===== src/rtl/spi_fm_pkg.sv =====
package spi_fm_pkg;
   localparam int WORD_W = 32;

   localparam logic [7:0] A_FMT  = 8'h00;
   localparam logic [7:0] A_MODE = 8'h04;
   localparam logic [7:0] A_CTRL = 8'h08;
   localparam logic [7:0] A_STAT = 8'h0C;
   localparam logic [7:0] A_IEN  = 8'h10;
   localparam logic [7:0] A_TXD  = 8'h14;
   localparam logic [7:0] A_RXD  = 8'h18;

   // control register bit positions
   localparam int B_SCLK_EN  = 15;
   localparam int B_FRAME_EN = 14;
   localparam int B_TX_EN    = 9;
   localparam int B_RX_EN    = 8;
   // status and interrupt enable bit positions
   localparam int B_TXEOF = 23;
   localparam int B_RXEOF = 7;
   // format register bit positions
   localparam int B_CPHA = 0;
   localparam int B_CPOL = 1;
   localparam int B_HIZ  = 2;
   localparam int B_LSB  = 24;

   // index of each enable inside the packed control vector
   localparam int CI_SCLK  = 3;
   localparam int CI_FRAME = 2;
   localparam int CI_TX    = 1;
   localparam int CI_RX    = 0;

   typedef enum logic [1:0] {ENG_IDLE, ENG_RUN, ENG_DONE} eng_state_t;
endpackage


===== src/rtl/spi_fm_fifo.sv =====
module spi_fm_fifo #(
   parameter int W     = 32,
   parameter int DEPTH = 64
) (
   input  logic         clk,
   input  logic         rst_n,
   input  logic         push,
   input  logic [W-1:0] wdata,
   input  logic         pop,
   output logic [W-1:0] rdata,
   output logic         empty,
   output logic         full
);
   localparam int AW = (DEPTH > 1) ? $clog2(DEPTH) : 1;

   generate
      if (DEPTH < 2 || (DEPTH & (DEPTH - 1)) != 0) begin : g_bad_depth
         $error("spi_fm_fifo: DEPTH must be a power of two, at least 2");
      end
   endgenerate

   logic [W-1:0] mem [DEPTH];
   logic [AW-1:0] wptr, rptr;
   logic [AW:0]   count;
   logic          do_push, do_pop;

   assign empty   = (count == '0);
   assign full    = (count == (AW+1)'(DEPTH));
   assign do_push = push && !full;
   assign do_pop  = pop && !empty;
   assign rdata   = mem[rptr];

   always_ff @(posedge clk) begin
      if (do_push) mem[wptr] <= wdata;
   end

   always_ff @(posedge clk or negedge rst_n) begin
      if (!rst_n) begin
         wptr  <= '0;
         rptr  <= '0;
         count <= '0;
      end else begin
         if (do_push) wptr <= wptr + 1'b1;
         if (do_pop)  rptr <= rptr + 1'b1;
         case ({do_push, do_pop})
            2'b10:   count <= count + 1'b1;
            2'b01:   count <= count - 1'b1;
            default: count <= count;
         endcase
      end
   end
endmodule


===== src/rtl/spi_fm_ctrlsync.sv =====
module spi_fm_ctrlsync #(
   parameter int STAGES = 2,
   parameter int W      = 4
) (
   input  logic         clk,
   input  logic         rst_n,
   input  logic [W-1:0] req,
   output logic [W-1:0] ack
);
   generate
      if (STAGES < 1) begin : g_bad_stages
         $error("spi_fm_ctrlsync: STAGES must be at least 1");
      end
   endgenerate

   logic [W-1:0] pipe [STAGES];

   generate
      for (genvar s = 0; s < STAGES; s++) begin : g_stage
         always_ff @(posedge clk or negedge rst_n) begin
            if (!rst_n)      pipe[s] <= '0;
            else if (s == 0) pipe[s] <= req;
            else             pipe[s] <= pipe[(s > 0) ? s - 1 : 0];
         end
      end
   endgenerate

   assign ack = pipe[STAGES-1];
endmodule


===== src/rtl/spi_fm_engine.sv =====
module spi_fm_engine
   import spi_fm_pkg::*;
#(
   parameter int CLK_HALF = 4,
   parameter int LEN_W    = 5,
   parameter int CNT_W    = 8
) (
   input  logic              clk,
   input  logic              rst_n,
   input  logic              go,
   input  logic              frame_en,
   input  logic              rx_en,
   input  logic [LEN_W-1:0]  len_m1,
   input  logic [CNT_W-1:0]  cnt_m1,
   input  logic              lsb_first,
   input  logic              cpol,
   input  logic              cpha,
   input  logic              tx_dis,
   input  logic [WORD_W-1:0] tx_word,
   input  logic              tx_empty,
   input  logic              miso,
   output logic              tx_pop,
   output logic              rx_push,
   output logic [WORD_W-1:0] rx_word,
   output logic              sclk,
   output logic              mosi,
   output logic              driving,
   output logic              busy,
   output logic              set_txeof,
   output logic              set_rxeof
);
   localparam int DW = (CLK_HALF > 1) ? $clog2(CLK_HALF) : 1;
   localparam logic [DW-1:0] HALF_LAST = DW'(CLK_HALF - 1);

   generate
      if (CLK_HALF < 1) begin : g_bad_half
         $error("spi_fm_engine: CLK_HALF must be at least 1");
      end
      if (LEN_W != 5) begin : g_bad_len
         $error("spi_fm_engine: LEN_W must be 5 for 32-bit entries");
      end
   endgenerate

   eng_state_t        state;
   logic [DW-1:0]     div_cnt;
   logic              half;
   logic [LEN_W-1:0]  bit_idx;
   logic [CNT_W-1:0]  word_idx;
   logic [WORD_W-1:0] sh_sr, rx_sr, rx_next, load_val;
   logic              tick, samp, shft, last_bit, last_word, start, load, tx_bit;

   always_comb begin
      tick      = (state == ENG_RUN) && go && (div_cnt == HALF_LAST);
      samp      = tick && !half;
      shft      = tick && half;
      last_bit  = (bit_idx == len_m1);
      last_word = (word_idx == cnt_m1);
      start     = (state == ENG_IDLE) && go;
      load      = start || (shft && last_bit && !last_word);
      tx_pop    = load && !tx_dis && !tx_empty;
      load_val  = (tx_dis || tx_empty) ? '0 : tx_word;
      rx_next   = lsb_first ? {miso, rx_sr[WORD_W-1:1]} : {rx_sr[WORD_W-2:0], miso};
      // MSB-first words collect at the bottom; lift them to the top
      rx_word   = lsb_first ? rx_next : (rx_next << (~len_m1));
      rx_push   = samp && last_bit && rx_en;
      set_rxeof = rx_push && last_word;
      set_txeof = shft && last_bit && last_word;
      tx_bit    = lsb_first ? sh_sr[~len_m1] : sh_sr[WORD_W-1];
      busy      = (state == ENG_RUN);
      driving   = busy && !tx_dis;
      mosi      = driving && tx_bit;
      sclk      = busy ? (cpol ^ (cpha ? ~half : half)) : cpol;
   end

   always_ff @(posedge clk or negedge rst_n) begin
      if (!rst_n) begin
         state    <= ENG_IDLE;
         div_cnt  <= '0;
         half     <= 1'b0;
         bit_idx  <= '0;
         word_idx <= '0;
         sh_sr    <= '0;
         rx_sr    <= '0;
      end else begin
         case (state)
            ENG_IDLE: begin
               if (start) begin
                  state    <= ENG_RUN;
                  div_cnt  <= '0;
                  half     <= 1'b0;
                  bit_idx  <= '0;
                  word_idx <= '0;
                  rx_sr    <= '0;
                  sh_sr    <= load_val;
               end
            end
            ENG_RUN: begin
               if (!go) begin
                  state <= ENG_IDLE;
               end else begin
                  div_cnt <= tick ? '0 : div_cnt + 1'b1;
                  if (samp) begin
                     half  <= 1'b1;
                     rx_sr <= last_bit ? '0 : rx_next;
                  end
                  if (shft) begin
                     half <= 1'b0;
                     if (last_bit) begin
                        bit_idx <= '0;
                        if (last_word) begin
                           state <= ENG_DONE;
                        end else begin
                           word_idx <= word_idx + 1'b1;
                           sh_sr    <= load_val;
                        end
                     end else begin
                        bit_idx <= bit_idx + 1'b1;
                        sh_sr   <= lsb_first ? (sh_sr >> 1) : (sh_sr << 1);
                     end
                  end
               end
            end
            default: begin
               if (!frame_en) state <= ENG_IDLE;
            end
         endcase
      end
   end
endmodule


===== src/rtl/spi_frame_master.sv =====
module spi_frame_master
   import spi_fm_pkg::*;
#(
   parameter int FIFO_DEPTH  = 64,
   parameter int SYNC_STAGES = 2,
   parameter int CLK_HALF    = 4,
   parameter int ADDR_W      = 8
) (
   input  logic              clk,
   input  logic              rst_n,
   input  logic              bus_wr,
   input  logic              bus_rd,
   input  logic [ADDR_W-1:0] bus_addr,
   input  logic [31:0]       bus_wdata,
   output logic [31:0]       bus_rdata,
   output logic              irq,
   output logic              sclk,
   output logic              mosi,
   output logic              mosi_oe,
   input  logic              miso
);
   localparam int LEN_W = $clog2(WORD_W);
   localparam int CNT_W = 8;

   generate
      if (ADDR_W < 8) begin : g_bad_addr
         $error("spi_frame_master: ADDR_W must be at least 8");
      end
   endgenerate

   logic [7:0] reg_sel;
   assign reg_sel = bus_addr[7:0];

   // configuration
   logic              cfg_lsb, cfg_cpol, cfg_cpha, cfg_hiz, cfg_txdis;
   logic [LEN_W-1:0]  cfg_len_m1;
   logic [CNT_W-1:0]  cfg_cnt_m1;
   logic [3:0]        ctrl_req, ctrl_ack;
   logic              ien_tx, ien_rx, st_txeof, st_rxeof;

   // datapath links
   logic              tx_push, tx_pop, tx_empty, tx_full;
   logic              rx_push, rx_pop, rx_empty, rx_full;
   logic [WORD_W-1:0] tx_head, rx_head, rx_word;
   logic              eng_busy, eng_drive, set_txeof, set_rxeof, eng_go;

   logic wr_fmt, wr_mode, wr_ctrl, wr_stat, wr_ien;
   assign wr_fmt  = bus_wr && (reg_sel == A_FMT);
   assign wr_mode = bus_wr && (reg_sel == A_MODE);
   assign wr_ctrl = bus_wr && (reg_sel == A_CTRL);
   assign wr_stat = bus_wr && (reg_sel == A_STAT);
   assign wr_ien  = bus_wr && (reg_sel == A_IEN);
   assign tx_push = bus_wr && (reg_sel == A_TXD);
   assign rx_pop  = bus_rd && (reg_sel == A_RXD);

   always_ff @(posedge clk or negedge rst_n) begin
      if (!rst_n) begin
         cfg_lsb    <= 1'b0;
         cfg_cpol   <= 1'b0;
         cfg_cpha   <= 1'b0;
         cfg_hiz    <= 1'b0;
         cfg_txdis  <= 1'b0;
         cfg_len_m1 <= LEN_W'(7);
         cfg_cnt_m1 <= '0;
         ctrl_req   <= '0;
         ien_tx     <= 1'b0;
         ien_rx     <= 1'b0;
         st_txeof   <= 1'b0;
         st_rxeof   <= 1'b0;
      end else begin
         if (wr_fmt) begin
            cfg_lsb  <= bus_wdata[B_LSB];
            cfg_cpol <= bus_wdata[B_CPOL];
            cfg_cpha <= bus_wdata[B_CPHA];
            cfg_hiz  <= bus_wdata[B_HIZ];
         end
         if (wr_mode) begin
            cfg_len_m1 <= bus_wdata[24 +: LEN_W];
            cfg_cnt_m1 <= bus_wdata[16 +: CNT_W];
            cfg_txdis  <= bus_wdata[0];
         end
         if (wr_ctrl) begin
            ctrl_req[CI_SCLK]  <= bus_wdata[B_SCLK_EN];
            ctrl_req[CI_FRAME] <= bus_wdata[B_FRAME_EN];
            ctrl_req[CI_TX]    <= bus_wdata[B_TX_EN];
            ctrl_req[CI_RX]    <= bus_wdata[B_RX_EN];
         end
         if (wr_ien) begin
            ien_tx <= bus_wdata[B_TXEOF];
            ien_rx <= bus_wdata[B_RXEOF];
         end
         st_txeof <= set_txeof | (st_txeof & ~(wr_stat & bus_wdata[B_TXEOF]));
         st_rxeof <= set_rxeof | (st_rxeof & ~(wr_stat & bus_wdata[B_RXEOF]));
      end
   end

   spi_fm_ctrlsync #(.STAGES(SYNC_STAGES), .W(4)) u_sync (
      .clk(clk), .rst_n(rst_n), .req(ctrl_req), .ack(ctrl_ack)
   );

   spi_fm_fifo #(.W(WORD_W), .DEPTH(FIFO_DEPTH)) u_txq (
      .clk(clk), .rst_n(rst_n), .push(tx_push), .wdata(bus_wdata),
      .pop(tx_pop), .rdata(tx_head), .empty(tx_empty), .full(tx_full)
   );

   spi_fm_fifo #(.W(WORD_W), .DEPTH(FIFO_DEPTH)) u_rxq (
      .clk(clk), .rst_n(rst_n), .push(rx_push), .wdata(rx_word),
      .pop(rx_pop), .rdata(rx_head), .empty(rx_empty), .full(rx_full)
   );

   assign eng_go = ctrl_ack[CI_SCLK] & ctrl_ack[CI_TX] & ctrl_ack[CI_FRAME];

   spi_fm_engine #(.CLK_HALF(CLK_HALF), .LEN_W(LEN_W), .CNT_W(CNT_W)) u_eng (
      .clk(clk), .rst_n(rst_n), .go(eng_go), .frame_en(ctrl_ack[CI_FRAME]),
      .rx_en(ctrl_ack[CI_RX]), .len_m1(cfg_len_m1), .cnt_m1(cfg_cnt_m1),
      .lsb_first(cfg_lsb), .cpol(cfg_cpol), .cpha(cfg_cpha), .tx_dis(cfg_txdis),
      .tx_word(tx_head), .tx_empty(tx_empty), .miso(miso),
      .tx_pop(tx_pop), .rx_push(rx_push), .rx_word(rx_word),
      .sclk(sclk), .mosi(mosi), .driving(eng_drive), .busy(eng_busy),
      .set_txeof(set_txeof), .set_rxeof(set_rxeof)
   );

   assign mosi_oe = cfg_hiz ? eng_drive : 1'b1;
   assign irq     = (st_txeof & ien_tx) | (st_rxeof & ien_rx);

   always_comb begin
      bus_rdata = '0;
      case (reg_sel)
         A_FMT: begin
            bus_rdata[B_LSB]  = cfg_lsb;
            bus_rdata[B_CPOL] = cfg_cpol;
            bus_rdata[B_CPHA] = cfg_cpha;
            bus_rdata[B_HIZ]  = cfg_hiz;
         end
         A_MODE: begin
            bus_rdata[24 +: LEN_W] = cfg_len_m1;
            bus_rdata[16 +: CNT_W] = cfg_cnt_m1;
            bus_rdata[0]           = cfg_txdis;
         end
         A_CTRL: begin
            bus_rdata[B_SCLK_EN]  = ctrl_ack[CI_SCLK];
            bus_rdata[B_FRAME_EN] = ctrl_ack[CI_FRAME];
            bus_rdata[B_TX_EN]    = ctrl_ack[CI_TX];
            bus_rdata[B_RX_EN]    = ctrl_ack[CI_RX];
         end
         A_STAT: begin
            bus_rdata[B_TXEOF] = st_txeof;
            bus_rdata[B_RXEOF] = st_rxeof;
         end
         A_IEN: begin
            bus_rdata[B_TXEOF] = ien_tx;
            bus_rdata[B_RXEOF] = ien_rx;
         end
         A_RXD:   bus_rdata = rx_empty ? '0 : rx_head;
         default: bus_rdata = '0;
      endcase
   end

   logic fifo_flags_unused;
   assign fifo_flags_unused = ^{tx_full, rx_full, bus_addr};
endmodule


===== config.mk =====
export PLATFORM = sky130hd
export DESIGN_NAME = spi_frame_master
export DESIGN_NICKNAME = d
export VERILOG_FILES = /design/src/rtl/spi_fm_pkg.sv /design/src/rtl/spi_fm_fifo.sv /design/src/rtl/spi_fm_ctrlsync.sv /design/src/rtl/spi_fm_engine.sv /design/src/rtl/spi_frame_master.sv
export SDC_FILE = /design/constraint.sdc
export NUM_CORES = 2
export LEC_CHECK = 0
export BUFFER_PORTS_ARGS = -buffer_cell sky130_fd_sc_hd__buf_2
export CAP_MARGIN = 20
export CORE_MARGIN = 2
export CORE_UTILIZATION = 61
export CTS_CLUSTER_SIZE = 40
export DETAILED_ROUTE_END_ITERATION = 10
export PLACE_DENSITY = 0.77
export SLEW_MARGIN = 10
export SYNTH_ARGS = -nofsm -noshare
export SYNTH_HDL_FRONTEND = slang
export SYNTH_SLANG_ARGS = --single-unit

===== constraint.sdc =====
create_clock -name clk -period 14.27 [get_ports clk]
set_input_delay 0.7135 -clock clk [delete_from_list [all_inputs] [get_ports clk]]
set_output_delay 0.7135 -clock clk [all_outputs]
set_load 0.01 [all_outputs]

==> impl_metrics.csv <==
group,metric,value,unit
cts,postCtsSetupRepairBufs,0,
critical_path,path_max_fanout,132,
final_layout,fillers,15900,
synth,yosysWarnings,0,
critical_path,required,13.56,ns
critical_path,slowest_stage,"dfrtp_4",
floorplan,start_util,61.3,%
critical_path,r2r_cells,8,
critical_path,regToRegSetupSlack,8.90,ns
drt,routed_wl,470000,µm
timing,finalMaxSlewViolations,0,
cts,htree_num_levels,5,
final_layout,final_net_count,8461,
timing,period_needed,7.19,ns
floorplan,fp.dieW,528,µm
timing,fin_ws,7.08,ns
synth,async_reset_ff_share,3.62,%
hold_path,min_to,"u_txq.mem[19][5]",
floorplan,die_area,0.279,mm²
place,port_buffers,80,
place,gp_congestion,0.896,
synth,syn_area,0.168,mm²
status,violations,"design-rule violations",
synth,yosysSeqAreaShare,75.7,%
critical_path,crit_chain,"buf_4 -> buf_12 -> buf_4 -> mux4_2 -> mux2i_1 -> a21oi_1 -> mux2i_1 -> o211ai_1 -> buf_2",
cts,postCtsResizedCells,0,
synth,synth_edf_count,4096,
synth,syn_area_per_cell,20.7,µm²
floorplan,rows,192,
power,power.total,24.7,mW
hold_path,min_path_type,"in -> reg",
synth,ys_ff_latch,4250,
final_layout,syn_to_final_growth,11.5,%
critical_path,critPathArrivalTime,6.47,ns
floorplan,ios,81,
cts,cts_max_path_buffers,4,
global_routing,grt_antenna_before_repair,35,
synth,synthCells,8085,
synth,yosysTopAreaCellShare,73.4,%
timing,max_freq,139,MHz
cts,clk_pin_slew,0.06,ns
global_routing,grt_overflow,0,
critical_path,timing.rr.start,"u_txq.rptr[0]",
drt,remaining_drc_errors,2,
critical_path,end_kind,"output port",
power,switching_share,20.2,%
timing,fin_crit_sh,50.4,%
drt,vias_per_cell,7.34,
global_routing,first_global_vias,88500,
drt,dr.pass1.iters,11,
global_routing,grt_pass1_wl,657000,µm
place,place_ws,8.28,ns
drt,wl_per_cell,38.1,µm
status,status,"finished, violations left",
hold_path,hold_depth,1,
job,max-cap-violations,0,
timing,rsz0062_at_grt,"false",
power,switchingPower,4.99,mW
critical_path,reg2reg_to,"u_eng.sh_sr[11]",
floorplan,die_y,528,µm
drt,vias,90500,
timing,setup_tns,0,ns
power,p_comb_share,1.8,%
synth,synth_top_area_cell,"edfxtp_1",
timing,finalClockSkew,0.0944,ns
critical_path,crit_type,"reg -> out",
cts,cts.sink_count,4250,
floorplan,core,0.273,mm²
power,ir_worst_vdd,0.000136,V
synth,synth.distinct_cells,81,
power,clockPowerShare,43.0,%
place,dp.final_hpwl,241000,µm
power,power_density,132,mW/mm²
place,placed_cells,11600,
timing,finalSetupViolCount,0,
critical_path,start_kind,"register",
synth,synth_nets,8151,
power,power_frac_seq,55.1,%
cts,cts_tree,"done",
global_routing,grt_start_max_net_pins,133,
power,leakagePower,54.5,nW
synth,synth_area_leaders,"edfxtp_1 73%, mux4_2 13%, mux2i_1 3.3%",
final_layout,drive_above_1_share,25.0,%
drt,drt_iter0_drc,16700,
drt,ant_nets,0,
global_routing,gr-usage-all-layers,33.5,%
critical_path,critPathMaxStageDelay,0.82,ns
timing,slew_headroom,7.45,%
hold_path,hp-start,"bus_wdata[5]",
power,p_int,19.7,mW
synth,synth_flop_cell,"edfxtp_1",
timing,worst_pin_slew,1.39,ns
cts,clkLatencyLatePin,1.02,ns
cts,cts_root_buffer,"clkbuf_16",
cts,cts_made_buffers,406,
final_layout,fin_cells,12300,
timing,final_hold_viol_count,0,
==> logic make-up (layout without fill, tap and decap cells) <==
group / after synthesis / after routing / synth area share (%)
flip-flops: 4250 / 4250 / 75.7
adder cells (fa/ha/maj): 21 / 21 / 0.166
multiplexers: 1610 / 1610 / 16.7
AO/OA/AOI/OAI: 834 / 834 / 3.35
other: 0 / 11 / 0
AND/OR/NAND/NOR: 821 / 821 / 2.18
buffers and inverters: 498 / 1139 / 1.66
XOR/XNOR: 51 / 51 / 0.267
==> worst max path at each step <==
| stage | from | end | slack [ns] | cells after the start |
|---|---|---|---|---|
| after floorplan | cfg_len_m1[0] | u_rxq.mem[0][28] | 7.45 | 8 |
| after global placement | u_rxq.rptr[1] | bus_rdata[0] | 8.31 | 8 |
| after detailed placement | u_rxq.rptr[1] | bus_rdata[0] | 8.28 | 8 |
| after CTS | u_rxq.rptr[1] | bus_rdata[0] | 7.18 | 8 |
| after global routing | u_rxq.rptr[1] | bus_rdata[20] | 6.88 | 9 |
| final | u_rxq.rptr[1] | bus_rdata[20] | 7.08 | 9 |
==> metrics by stage <==
step                hold slack (ns)  util [%]  instance area, µm²
finish                       0.0551      68.3              187000
global route                 0.0697      68.3              187000
CTS                          0.0954      68.2              186000
detailed placement            0.338      63.4              173000
floorplan                     0.331         -              168000
global placement              0.333      63.4              173000
==> metal layers <==
metal | GRT usage (%) | wire length [µm] | part of all wire [%]
met5 | 0.571 | 112 | 0.024
met4 | 12.3 | 19700 | 4.2
met3 | 10.3 | 74300 | 16
met2 | 50.0 | 214000 | 45
met1 | 47.3 | 162000 | 34
==> power groups by stage <==
stage | registers [mW] | logic (mW) | clock network [mW]
4_1_cts | 13.6 | 0.433 | 10.7
5_1_grt | 13.6 | 0.474 | 11.1
3_3_place_gp | 13.9 | 0.414 | 0
3_5_place_dp | 13.9 | 0.430 | 0
6_report | 13.6 | 0.448 | 10.6
2_1_floorplan | 13.9 | 0.257 | 0
==> cell type report <==
type                       count  area [µm²]  area share, %
tap                         3589        4490           2.40
timing repair buffer         378        3000           1.61
clock buffer                 517       10700           5.73
multi-input combinational   3337       39300           21.0
inverter                      22        92.6         0.0496
sequential                  4250      127000           67.9
antenna                       11        27.5         0.0147
clock inverter               222        2320           1.24
==> sequential cells by signal, summed over array words and instances (netlist names), 7 cells and up <==
name and flops:
u_txq.count 7, u_eng.rx_sr 32, cfg_cnt_m1 8, u_rxq.mem 2048
u_eng.sh_sr 32, u_rxq.count 7, u_txq.mem 2048, u_eng.word_idx 8
==> layout by cell type, fill, tap and decap left out, types with 25 or more instances in the layout <==
cell type / Yosys / routed
edfxtp_1: 4096 / 4096
mux4_2: 933 / 933
mux2i_1: 558 / 558
clkbuf_16: 0 / 410
nand2_1: 329 / 329
buf_4: 101 / 269
o21ai_0: 158 / 147
a21oi_1: 148 / 146
dfrtp_1: 151 / 139
nor2_4: 0 / 129
mux2_2: 119 / 119
clkbuf_1: 153 / 103
nor2_1: 232 / 99
clkinv_1: 1 / 95
buf_2: 138 / 77
a211oi_1: 70 / 70
o22ai_1: 66 / 66
a221oi_1: 60 / 60
nand3_1: 59 / 59
clkinv_2: 0 / 56
nor2b_1: 61 / 55
a31oi_1: 48 / 48
a22oi_1: 44 / 44
nor3_1: 43 / 43
bufinv_16: 0 / 36
o211ai_1: 35 / 35
xnor2_1: 33 / 33
o221ai_1: 36 / 28
a21boi_0: 25 / 25
==> cells in the mapped netlist (33+ instances only) <==
cell type	number
a211oi_1	70
a21oi_1	148
a221oi_1	60
a22oi_1	44
a31oi_1	48
buf_1	36
buf_2	138
buf_4	101
buf_6	45
clkbuf_1	153
dfrtp_1	151
edfxtp_1	4096
mux2_2	119
mux2i_1	558
mux4_2	933
nand2_1	329
nand3_1	59
nor2_1	232
nor2b_1	61
nor3_1	43
o211ai_1	35
o21ai_0	158
o221ai_1	36
o22ai_1	66
xnor2_1	33
==> critical path, delay by kind of cell (launching register included) <==
family | cells | cell delay (ns)
buffers and inverters | 4 | 2.50
flip-flops | 1 | 0.82
AO/OA/AOI/OAI | 2 | 0.56
multiplexers | 3 | 1.27
==> repair_timing <==
item | in CTS | in global routing
setup endpoints to repair | 0 | 0
endpoints found under the hold margin | 78 | 0
hold buffers | 1 | 0
(Power assumes the default switching activity.)
